**src/rtl/ret_stack_pkg.sv**
```systemverilog
package ret_stack_pkg;

    // Occupancy of the return stack.
    typedef enum logic [1:0] {
        OCC_EMPTY   = 2'd0,
        OCC_PARTIAL = 2'd1,
        OCC_FULL    = 2'd2
    } occ_state_t;

    // Per-cycle outcome of the pointer machine.
    typedef struct packed {
        logic store;      // write pc into slot indexed by the old pointer
        logic overflow;   // push refused, stack full
        logic underflow;  // pop refused, stack empty
    } ptr_evt_t;

    // Byte lane positions in the top-of-stack write enable.
    localparam int LANE_LO = 0;
    localparam int LANE_HI = 1;
    localparam int LANE_UP = 2;
    localparam int LANES   = 3;

endpackage

```
**src/rtl/ret_stack_ptr_fsm.sv**
```systemverilog
module ret_stack_ptr_fsm
    import ret_stack_pkg::*;
#(
    parameter int DEPTH = 31,
    parameter int PTR_W = $clog2(DEPTH + 1)
) (
    input  logic             clk,
    input  logic             rst_n,
    input  logic             por_n,
    input  logic             push,
    input  logic             pop,
    output logic [PTR_W-1:0] sp,
    output ptr_evt_t         evt
);

    localparam logic [PTR_W-1:0] SP_TOP  = PTR_W'(DEPTH);
    localparam logic [PTR_W-1:0] SP_LAST = PTR_W'(DEPTH - 1);
    localparam logic [PTR_W-1:0] SP_ONE  = PTR_W'(1);

    occ_state_t       state_q, state_d;
    logic [PTR_W-1:0] sp_q, sp_d;
    logic             run;

    assign run = rst_n & por_n;

    // State register.
    always_ff @(posedge clk) begin
        if (!run) begin
            state_q <= OCC_EMPTY;
            sp_q    <= '0;
        end else begin
            state_q <= state_d;
            sp_q    <= sp_d;
        end
    end

    // Next state, next pointer and events.
    always_comb begin
        state_d = state_q;
        sp_d    = sp_q;
        evt     = '0;
        unique case (state_q)
            OCC_EMPTY: begin
                if (push) begin                    // PUSH_FIRST
                    evt.store = run;
                    sp_d      = SP_ONE;
                    state_d   = (DEPTH == 1) ? OCC_FULL : OCC_PARTIAL;
                end else if (pop) begin            // UNDERFLOW
                    evt.underflow = run;
                end
            end
            OCC_PARTIAL: begin
                if (push) begin
                    evt.store = run;
                    sp_d      = sp_q + SP_ONE;
                    if (sp_q == SP_LAST) begin     // PUSH_LAST
                        state_d = OCC_FULL;
                    end                            // else PUSH
                end else if (pop) begin
                    sp_d = sp_q - SP_ONE;
                    if (sp_q == SP_ONE) begin      // POP_LAST
                        state_d = OCC_EMPTY;
                    end                            // else POP
                end
            end
            OCC_FULL: begin
                if (push) begin                    // OVERFLOW
                    evt.overflow = run;
                end else if (pop) begin            // POP_FULL
                    sp_d    = SP_LAST;
                    state_d = (DEPTH == 1) ? OCC_EMPTY : OCC_PARTIAL;
                end
            end
            default: begin
                state_d = OCC_EMPTY;
                sp_d    = '0;
            end
        endcase
    end

    assign sp = sp_q;

endmodule

```
**src/rtl/ret_stack_mem.sv**
```systemverilog
module ret_stack_mem
    import ret_stack_pkg::*;
#(
    parameter int DEPTH  = 31,
    parameter int ADDR_W = 21,
    parameter int PTR_W  = $clog2(DEPTH + 1)
) (
    input  logic              clk,
    input  logic              store,
    input  logic              patch,
    input  logic [PTR_W-1:0]  sp,
    input  logic [ADDR_W-1:0] pc,
    input  logic [LANES-1:0]  lane_we,
    input  logic [7:0]        lane_wdata,
    output logic [ADDR_W-1:0] tos
);

    localparam int UP_W = ADDR_W - 16;

    logic [ADDR_W-1:0] slot [DEPTH];

    // Slot g holds entry number g+1. A push writes the slot indexed by the
    // old pointer; a patch edits the slot under the current top.
    for (genvar g = 0; g < DEPTH; g++) begin : g_slot
        always_ff @(posedge clk) begin
            if (store && sp == PTR_W'(g)) begin
                slot[g] <= pc;
            end else if (patch && sp == PTR_W'(g + 1)) begin
                if (lane_we[LANE_LO]) slot[g][7:0]         <= lane_wdata;
                if (lane_we[LANE_HI]) slot[g][15:8]        <= lane_wdata;
                if (lane_we[LANE_UP]) slot[g][ADDR_W-1:16] <= lane_wdata[UP_W-1:0];
            end
        end
    end

    // Combinational top-of-stack read; zero when empty.
    always_comb begin
        tos = '0;
        for (int i = 0; i < DEPTH; i++) begin
            if (sp == PTR_W'(i + 1)) tos = slot[i];
        end
    end

endmodule

```
**src/rtl/ret_stack_flags.sv**
```systemverilog
module ret_stack_flags (
    input  logic       clk,
    input  logic       rst_n,
    input  logic       por_n,
    input  logic       overflow,
    input  logic       underflow,
    input  logic [1:0] clr,
    input  logic       fault_rst_en,
    output logic       full_flag,
    output logic       unf_flag,
    output logic       reset_req
);

    // Sticky flags: only power-on reset or software clear; set beats clear.
    always_ff @(posedge clk) begin
        if (!por_n) begin
            full_flag <= 1'b0;
            unf_flag  <= 1'b0;
        end else begin
            full_flag <= overflow  | (full_flag & ~clr[1]);
            unf_flag  <= underflow | (unf_flag  & ~clr[0]);
        end
    end

    // One-cycle reset request following a fault.
    always_ff @(posedge clk) begin
        if (!por_n || !rst_n) begin
            reset_req <= 1'b0;
        end else begin
            reset_req <= fault_rst_en & (overflow | underflow);
        end
    end

endmodule

```
**src/rtl/ret_stack_ctrl.sv**
```systemverilog
module ret_stack_ctrl
    import ret_stack_pkg::*;
#(
    parameter  int DEPTH  = 31,
    parameter  int ADDR_W = 21,
    localparam int PTR_W  = $clog2(DEPTH + 1)
) (
    input  logic              clk,
    input  logic              rst_n,
    input  logic              por_n,
    input  logic              call_push_i,
    input  logic              ret_pop_i,
    input  logic              op_push_i,
    input  logic              op_pop_i,
    input  logic [ADDR_W-1:0] pc_i,
    input  logic [2:0]        tos_we_i,
    input  logic [7:0]        tos_wdata_i,
    input  logic [1:0]        flag_clr_i,
    input  logic              fault_rst_en_i,
    output logic [PTR_W-1:0]  sp_o,
    output logic [7:0]        tos_lo_o,
    output logic [7:0]        tos_hi_o,
    output logic [7:0]        tos_up_o,
    output logic              full_o,
    output logic              underflow_o,
    output logic              reset_req_o
);

    localparam int UP_W = ADDR_W - 16;

    logic              push, pop, patch;
    ptr_evt_t          evt;
    logic [PTR_W-1:0]  sp;
    logic [ADDR_W-1:0] tos;

    assign push  = call_push_i | op_push_i;
    assign pop   = ret_pop_i | op_pop_i;
    assign patch = (|tos_we_i) & ~push & ~pop & (sp != '0);

    ret_stack_ptr_fsm #(.DEPTH(DEPTH), .PTR_W(PTR_W)) u_ptr (
        .clk   (clk),
        .rst_n (rst_n),
        .por_n (por_n),
        .push  (push),
        .pop   (pop),
        .sp    (sp),
        .evt   (evt)
    );

    ret_stack_mem #(.DEPTH(DEPTH), .ADDR_W(ADDR_W), .PTR_W(PTR_W)) u_mem (
        .clk        (clk),
        .store      (evt.store),
        .patch      (patch),
        .sp         (sp),
        .pc         (pc_i),
        .lane_we    (tos_we_i),
        .lane_wdata (tos_wdata_i),
        .tos        (tos)
    );

    ret_stack_flags u_flags (
        .clk          (clk),
        .rst_n        (rst_n),
        .por_n        (por_n),
        .overflow     (evt.overflow),
        .underflow    (evt.underflow),
        .clr          (flag_clr_i),
        .fault_rst_en (fault_rst_en_i),
        .full_flag    (full_o),
        .unf_flag     (underflow_o),
        .reset_req    (reset_req_o)
    );

    assign sp_o     = sp;
    assign tos_lo_o = tos[7:0];
    assign tos_hi_o = tos[15:8];
    assign tos_up_o = 8'(tos[ADDR_W-1:16]);

endmodule

```
**config.mk**
```make
export PLATFORM = sky130hd
export DESIGN_NAME = ret_stack_ctrl
export DESIGN_NICKNAME = d
export VERILOG_FILES = /design/src/rtl/ret_stack_pkg.sv /design/src/rtl/ret_stack_ptr_fsm.sv /design/src/rtl/ret_stack_mem.sv /design/src/rtl/ret_stack_flags.sv /design/src/rtl/ret_stack_ctrl.sv
export SDC_FILE = /design/constraint.sdc
export NUM_CORES = 1
export LEC_CHECK = 0
export BUFFER_PORTS_ARGS = -buffer_cell sky130_fd_sc_hd__buf_2
export CORE_MARGIN = 1
export CORE_UTILIZATION = 50
export DETAILED_ROUTE_END_ITERATION = 12
export PLACE_DENSITY = 0.65
export SYNTH_ARGS = -nofsm -noshare
export SYNTH_HDL_FRONTEND = slang
export SYNTH_SLANG_ARGS = --single-unit
export TNS_END_PERCENT = 100
```
**constraint.sdc**
```tcl
create_clock -name clk -period 3.4 [get_ports clk]
set_clock_uncertainty 0.15 [all_clocks]
set_input_delay 0.17 -clock clk [delete_from_list [all_inputs] [get_ports clk]]
set_output_delay 0.17 -clock clk [all_outputs]
set_load 0.01 [all_outputs]
```
After elaboration in Yosys (flattened, before gate mapping)
Memory sizes are Yosys's and may differ from the RTL's.
Cells that the tools add are included.

operators by class
  order comparisons = 0
  div/mod/pow operators = 0
  multiply operators = 0
  eq/ne operators = 39
  reduce and logical (&&, ||, !) cells = 102
  shift operators = 0
  add/sub/neg operators = 2
  bitwise gates (word level) = 109
  multiplexer cells = 578

operators by type and width
  operator             number
  $mux 21              61
  $reduce_or 21->1     30
  $mux 8               62
  $mux 1               350
  $mux 5               66
  $or 1x1->1           98
  $mux 3               30
  $eq 5x5->1 const B   16
  $logic_and 1x1->1    62
  $eq 5x4->1 const B   8
  $eq 5x3->1 const B   4
  $pmux 5 s3           1
  $mux 2               7
  $eq 5x2->1 const B   2
  $and 1x1->1          7
  $ne 2x2->1 const B   3
  $ne 3x2->1 const B   2
  $pmux 2 s3           1
  $reduce_and 6->1     1
  $add 5x1->5 const B  1
  $eq 5x1->1 const B   1
  $logic_not 5->1      1
  $reduce_bool 5->1    1
  $sub 5x1->5 const B  1
  other kinds (10)     14

word-level totals
  memory bits (writable) = 651
  memories kept = 1
  bits in read-only memories = 0
  bits of input ports = 42
  bits in registers = 10
  bits in latches = 0
  output and inout bits = 32
  word-level logic and storage cells = 836

memories
  name        words  bits a word  read ports  clocked after Yosys merged registers in  wr ports  line                 source
  u_mem.slot  31     21           31          0                                        1         ret_stack_mem.sv:20  logic [ADDR_W-1:0] slot [DEPTH];

Logic depth before layout (Yosys ltp)
  word-level depth = 41
  gate-level depth with buffers = 18
  gate-level depth less buffers = 10

Cells and area by module
From an unflattened synthesis, not the netlist that was laid out.

unflattened totals
  cell total of the unflattened synthesis = 2772
  area, all modules = 35521.6 um^2

by module, submodules not included
  module             seq. area each (um^2)  area an instance (um^2)  instances  cells an instance
  ret_stack_mem      19548.7                34732.1                  1          2689
  ret_stack_ptr_fsm  140.1                  598.1                    1          64
  ret_stack_flags    60.1                   113.9                    1          8
  ret_stack_ctrl     0.0                    77.6                     1          11

Worst setup path before layout
No wires, ideal clock.

  path type = reg2reg
  from = register u_ptr.sp_q[2] (netlist: u_ptr.sp[2])
  to = memory u_mem.slot[14][0] (netlist: u_mem.slot[0][294]) (enable)
  path slack = -349 ps
  arrival time = 3215 ps
  required time = 2866 ps
  clock period less this slack = 3749 ps
  stages on the path, launching flop included = 15
  path buffers = 10
  library setup time = 384 ps
  path through = dfxtp_1 -> buf_6 -> buf_6 -> buf_4 -> buf_4 -> buf_6 -> buf_2 -> clkbuf_1 -> and3_1 -> ha_1 -> clkbuf_1 -> clkbuf_1 -> clkbuf_1 -> nand2_1 -> o21ai_0

on the way
  cells in the longest elaborated chain, start to end = 38
  elaborated cells between the ends (all ways) = 612
  those cells by class = eq/ne: 31; mux: 395; bitwise: 92; reduce/logical: 94

ends and longest elaborated chain
  what                                                              line                                                           source
  from (decl)                                                       ret_stack_ptr_fsm.sv:21                                        logic [PTR_W-1:0] sp_q, sp_d;
  from (signal assigned)                                            ret_stack_ptr_fsm.sv:33                                        sp_q <= sp_d;
  $reduce_bool 5->1                                                 ret_stack_ctrl.sv:38                                           assign patch = (|tos_we_i) & ~push & ~pop & (sp != '0);
  $and 1x1->1                                                       ret_stack_ctrl.sv:38
  $logic_and 1x1->1                                                 ret_stack_mem.sv:28                                            end else if (patch && sp == PTR_W'(g + 1)) begin
  $mux 1                                                            ret_stack_mem.sv:28
  $mux 1                                                            ret_stack_mem.sv:26                                            if (store && sp == PTR_W'(g)) begin
  $mux 1, on equally long branches                                  ret_stack_mem.sv:29, ret_stack_mem.sv:30, ret_stack_mem.sv:31
  $or 1x1->1 (no source line)                                       --
  $reduce_or 21->1 (no source line)                                 --
  $mux 5 (no source line) or $mux 3 (tied branches) (30 in series)  --
  to (decl)                                                         ret_stack_mem.sv:20

Parallel ways exist; a longest one is shown, timed or not.

Worst setup path in the final report
  from = register u_ptr.sp_q[1] (netlist: u_ptr.sp[1])
  to = output port tos_hi_o[0]

on the way
  cells in the longest elaborated chain, start to end = 32
  elaborated cells between the ends (all ways) = 62
  those cells by class = eq/ne: 31; mux: 31

ends and longest elaborated chain
  what                    line                  source
  $eq 5x1->1              ret_stack_mem.sv:40   if (sp == PTR_W'(i + 1)) tos = slot[i];
  $mux 21 (30 in series)  ret_stack_mem.sv:40
  $mux 21 (*)             ret_stack_mem.sv:40
  to (decl)               ret_stack_ctrl.sv:22  output logic [7:0] tos_hi_o,

Every way passes the cells marked *; elsewhere a longest branch is shown, timed or not.

==> impl_metrics.py <==
metrics = {
    "status": {
        "status": "complete, but fails checks",
        "violations": "setup timing",
    },
    "floorplan": {
        "start_util_pct": 50.9,
        "die_area_mm2": 0.0729,
        "core_area_mm2": 0.0705,
        "rows": 97,
        "die_h_um": 270,
        "fp.dieW_um": 270,
        "ioPinCount": 74,
    },
    "synth": {
        "async_flop_share_pct": 0,
        "synth_flop_cell": "edfxtp_1",
        "syn_area_mm2": 0.0359,
        "ys_types": 85,
        "yosysWarnings": 0,
        "yosysSeqAreaShare_pct": 55.0,
        "synth_edf_count": 651,
        "yosys-top-cells-area": "edfxtp_1 54%, mux2_2 20%, clkbuf_1 2.3%, o21ai_0 2.2%, nand2_1 2.2%",
        "yosys.area.top_type": "edfxtp_1",
        "synth.top_cell.area_share_pct": 54.4,
        "synthCells": 2893,
        "synth.avg_cell_area_um2": 12.4,
        "ys_ff_latch": 661,
    },
    "clock_network": {
        "cts_root_buffer": "clkbuf_16",
        "cts_sinks": 661,
        "clk_pin_slew_ps": 60,
        "htree_levels": 3,
        "clk_latency_ps": 620,
        "numCtsBuffers": 76,
        "cts_tree": "done",
        "clockBufferDepth": 3,
    },
    "placed_design": {
        "numPortBuffers": 70,
        "gp_congestion": 1.00,
        "hpwl_um": 105000,
    },
    "grt": {
        "grtUsageTotal_pct": 40.9,
        "antenna_found_initial": 4,
        "grt_pass1_wl_um": 215000,
        "grt_pass1_vias": 29900,
        "grt_max_degree": 94,
        "grt-ovfl-total": 0,
    },
    "sta": {
        "fin_ws_ps": -524,
        "finalHoldViolCount": 0,
        "final.setup.tns_ps": -7320,
        "max-slew-margin-rel_pct": 22.0,
        "max_freq_mhz": 255,
        "finalCriticalPeriod_ps": 3920,
        "setup-violations-final": 21,
        "rsz0062_at_grt": "true",
        "final_max_slew_viol_count": 0,
        "fin_crit_sh_pct": 115,
        "whs_ps": 66.4,
        "tightestPinTransition_ps": 1160,
    },
    "run": {
        "max_cap_viol_count": 0,
    },
    "critical_path": {
        "startpoint_type": "flip-flop",
        "cp.arrival_ps": 3600,
        "worstRegToRegCells": 12,
        "endpoint_kind": "output port",
        "critPathKind": "flip-flop to output port",
        "path_max_fanout": 7,
        "worst_ep_required_time_ps": 3080,
    },
    "cells_and_area": {
        "layout-drive-gt1-share_pct": 48.9,
        "nets": 3467,
        "syn_to_final_growth_pct": 27.8,
    },
    "detailed_routing": {
        "drtPass1Iterations": 8,
        "drt-initial-drc-count": 4737,
        "vias": 30600,
        "post-route-drc-count": 0,
        "wl_um": 152000,
        "wl_per_cell_um": 34.3,
        "via_per_inst": 6.92,
        "postRouteAntennaNets": 0,
    },
    "worst_hold_path": {
        "hp-class": "input port to flip-flop",
        "holdPathStages": 5,
    },
    "power_and_ir_drop": {
        "ir_worst_vdd_mv": 0.374,
        "power.leakage_nw": 16.5,
        "p_per_area_mw_per_mm2": 413,
    },
}
## state kept, by name, indices dropped and copies added, names as in the netlist
signal	flops
u_ptr.sp	5
u_mem.slot	651
u_flags.full_flag	1
u_flags.unf_flag	1
u_flags.reset_req	1
u_ptr.state_q	2
## placed cells by master, fill, tap and decap left out, types with 18 or more instances in the layout
master and n:
buf_6 50, o221ai_1 28, nand2_1 196, mux2_2 651
nand3_1 34, a221o_1 22, o22ai_1 73, buf_2 54
inv_1 18, nor2_1 128, nor3_1 20, buf_12 42
a211oi_1 21, a21oi_1 127, a22oi_1 20, clkbuf_16 80
buf_4 579, nor2b_1 20, a221oi_1 38, o21ai_0 135
edfxtp_1 651
## metal layers
metal / track usage [%] / share of wire, % / wire length, um
met3: 8.19 / 10 / 15600
met2: 64.7 / 46 / 69700
met4: 28.2 / 8.1 / 12400
met1: 50.4 / 36 / 54100
met5: 0 / 0.0079 / 12
## worst max-delay path, stage by stage, from the launching register on
cell       delay (ps)
dfxtp_4           380
buf_6             130
ha_4              190
buf_8             140
nand4bb_1         140
nor2_2             70
buf_6             140
a222oi_1          380
o211ai_1          280
a211o_1           380
a221o_1           390
a22o_1            220
buf_2             140
## kinds of logic (layout without fill, tap and decap cells)
family / after synthesis / in the layout / synth area share [%]
adders and majority gates: 7 / 7 / 0.244
AOI/OAI and AO/OA: 687 / 687 / 12.8
muxes: 655 / 655 / 20.5
other: 1 / 9 / 0.0104
xor gates and xnor gates: 1 / 1 / 0.0244
buffers and inverters: 320 / 904 / 3.75
DFF: 661 / 661 / 55.0
and+or+nand+nor: 561 / 561 / 7.71
## metrics by stage
stage / util, % / worst slack, ps / instances / total power, mW / instance area (um^2)
after CTS: 64.2 / -502 / 4402 / 18.9 / 45300
after global placement: 58.7 / -906 / 4223 / 10.6 / 41400
after floorplan: - / -48.5 / 2895 / 9.92 / 36000
after detailed placement: 58.7 / -907 / 4223 / 10.6 / 41400
final: 65.1 / -524 / 4425 / 19.0 / 45900
after global routing: 65.1 / -596 / 4421 / 19.3 / 45900
## what timing repair did
item	CTS	global route
pin swaps	62	65
hold buffers	10	0
gates resized for setup	238	100
endpoints found under the hold margin	10	0
setup buffers	31	22
cloned	1	0
setup endpoints to repair	21	21
## power by group
| part | switching, mW | internal [mW] |
|---|---|---|
| Combinational | 1.00 | 0.668 |
| Clock | 3.46 | 4.86 |
| Sequential | 0.0166 | 8.97 |
## Yosys cell counts, types with 12 or more instances
| master | count |
|---|---|
| mux2_2 | 652 |
| edfxtp_1 | 651 |
| clkbuf_1 | 218 |
| nand2_1 | 209 |
| o21ai_0 | 161 |
| a21oi_1 | 149 |
| nor2_1 | 137 |
| o22ai_1 | 79 |
| a221oi_1 | 51 |
| buf_2 | 50 |
| nand3_1 | 43 |
| o221ai_1 | 38 |
| a211oi_1 | 31 |
| a22oi_1 | 27 |
| nor3_1 | 26 |
| a221o_1 | 22 |
| inv_1 | 22 |
| nor2b_1 | 22 |
| nand2b_1 | 16 |
| o211ai_1 | 14 |
| buf_1 | 13 |
| a31oi_1 | 12 |
## final cells by class
type / instances / area, um^2
sequential: 661 / 19800
tap: 940 / 1180
clock inverter: 42 / 410
antenna: 6 / 15.0
multi-input combinational: 1914 / 16100
clock buffer: 97 / 2080
inverter: 23 / 96.3
fill: 5349 / 24600
timing repair buffer: 742 / 6240
## path summary, 6_finish.rpt
| kind | end | slack (ps) | startpoint |
|---|---|---|---|
| setup / recovery | tos_hi_o[0] | -520 | u_ptr.sp[1]$_SDFFE_PN0P_ |
| setup reg to reg | u_mem.slot[0][35]$_DFFE_PP_ | 240 | u_ptr.sp[0]$_SDFFE_PN0P_ |
| hold reg to reg | u_ptr.sp[1]$_SDFFE_PN0P_ | 550 | u_ptr.sp[1]$_SDFFE_PN0P_ |
| hold / removal | u_ptr.state_q[0]$_SDFFE_PN0P_ | 70 | ret_pop_i |
Note: power is estimated with default switching activity, not from simulation.
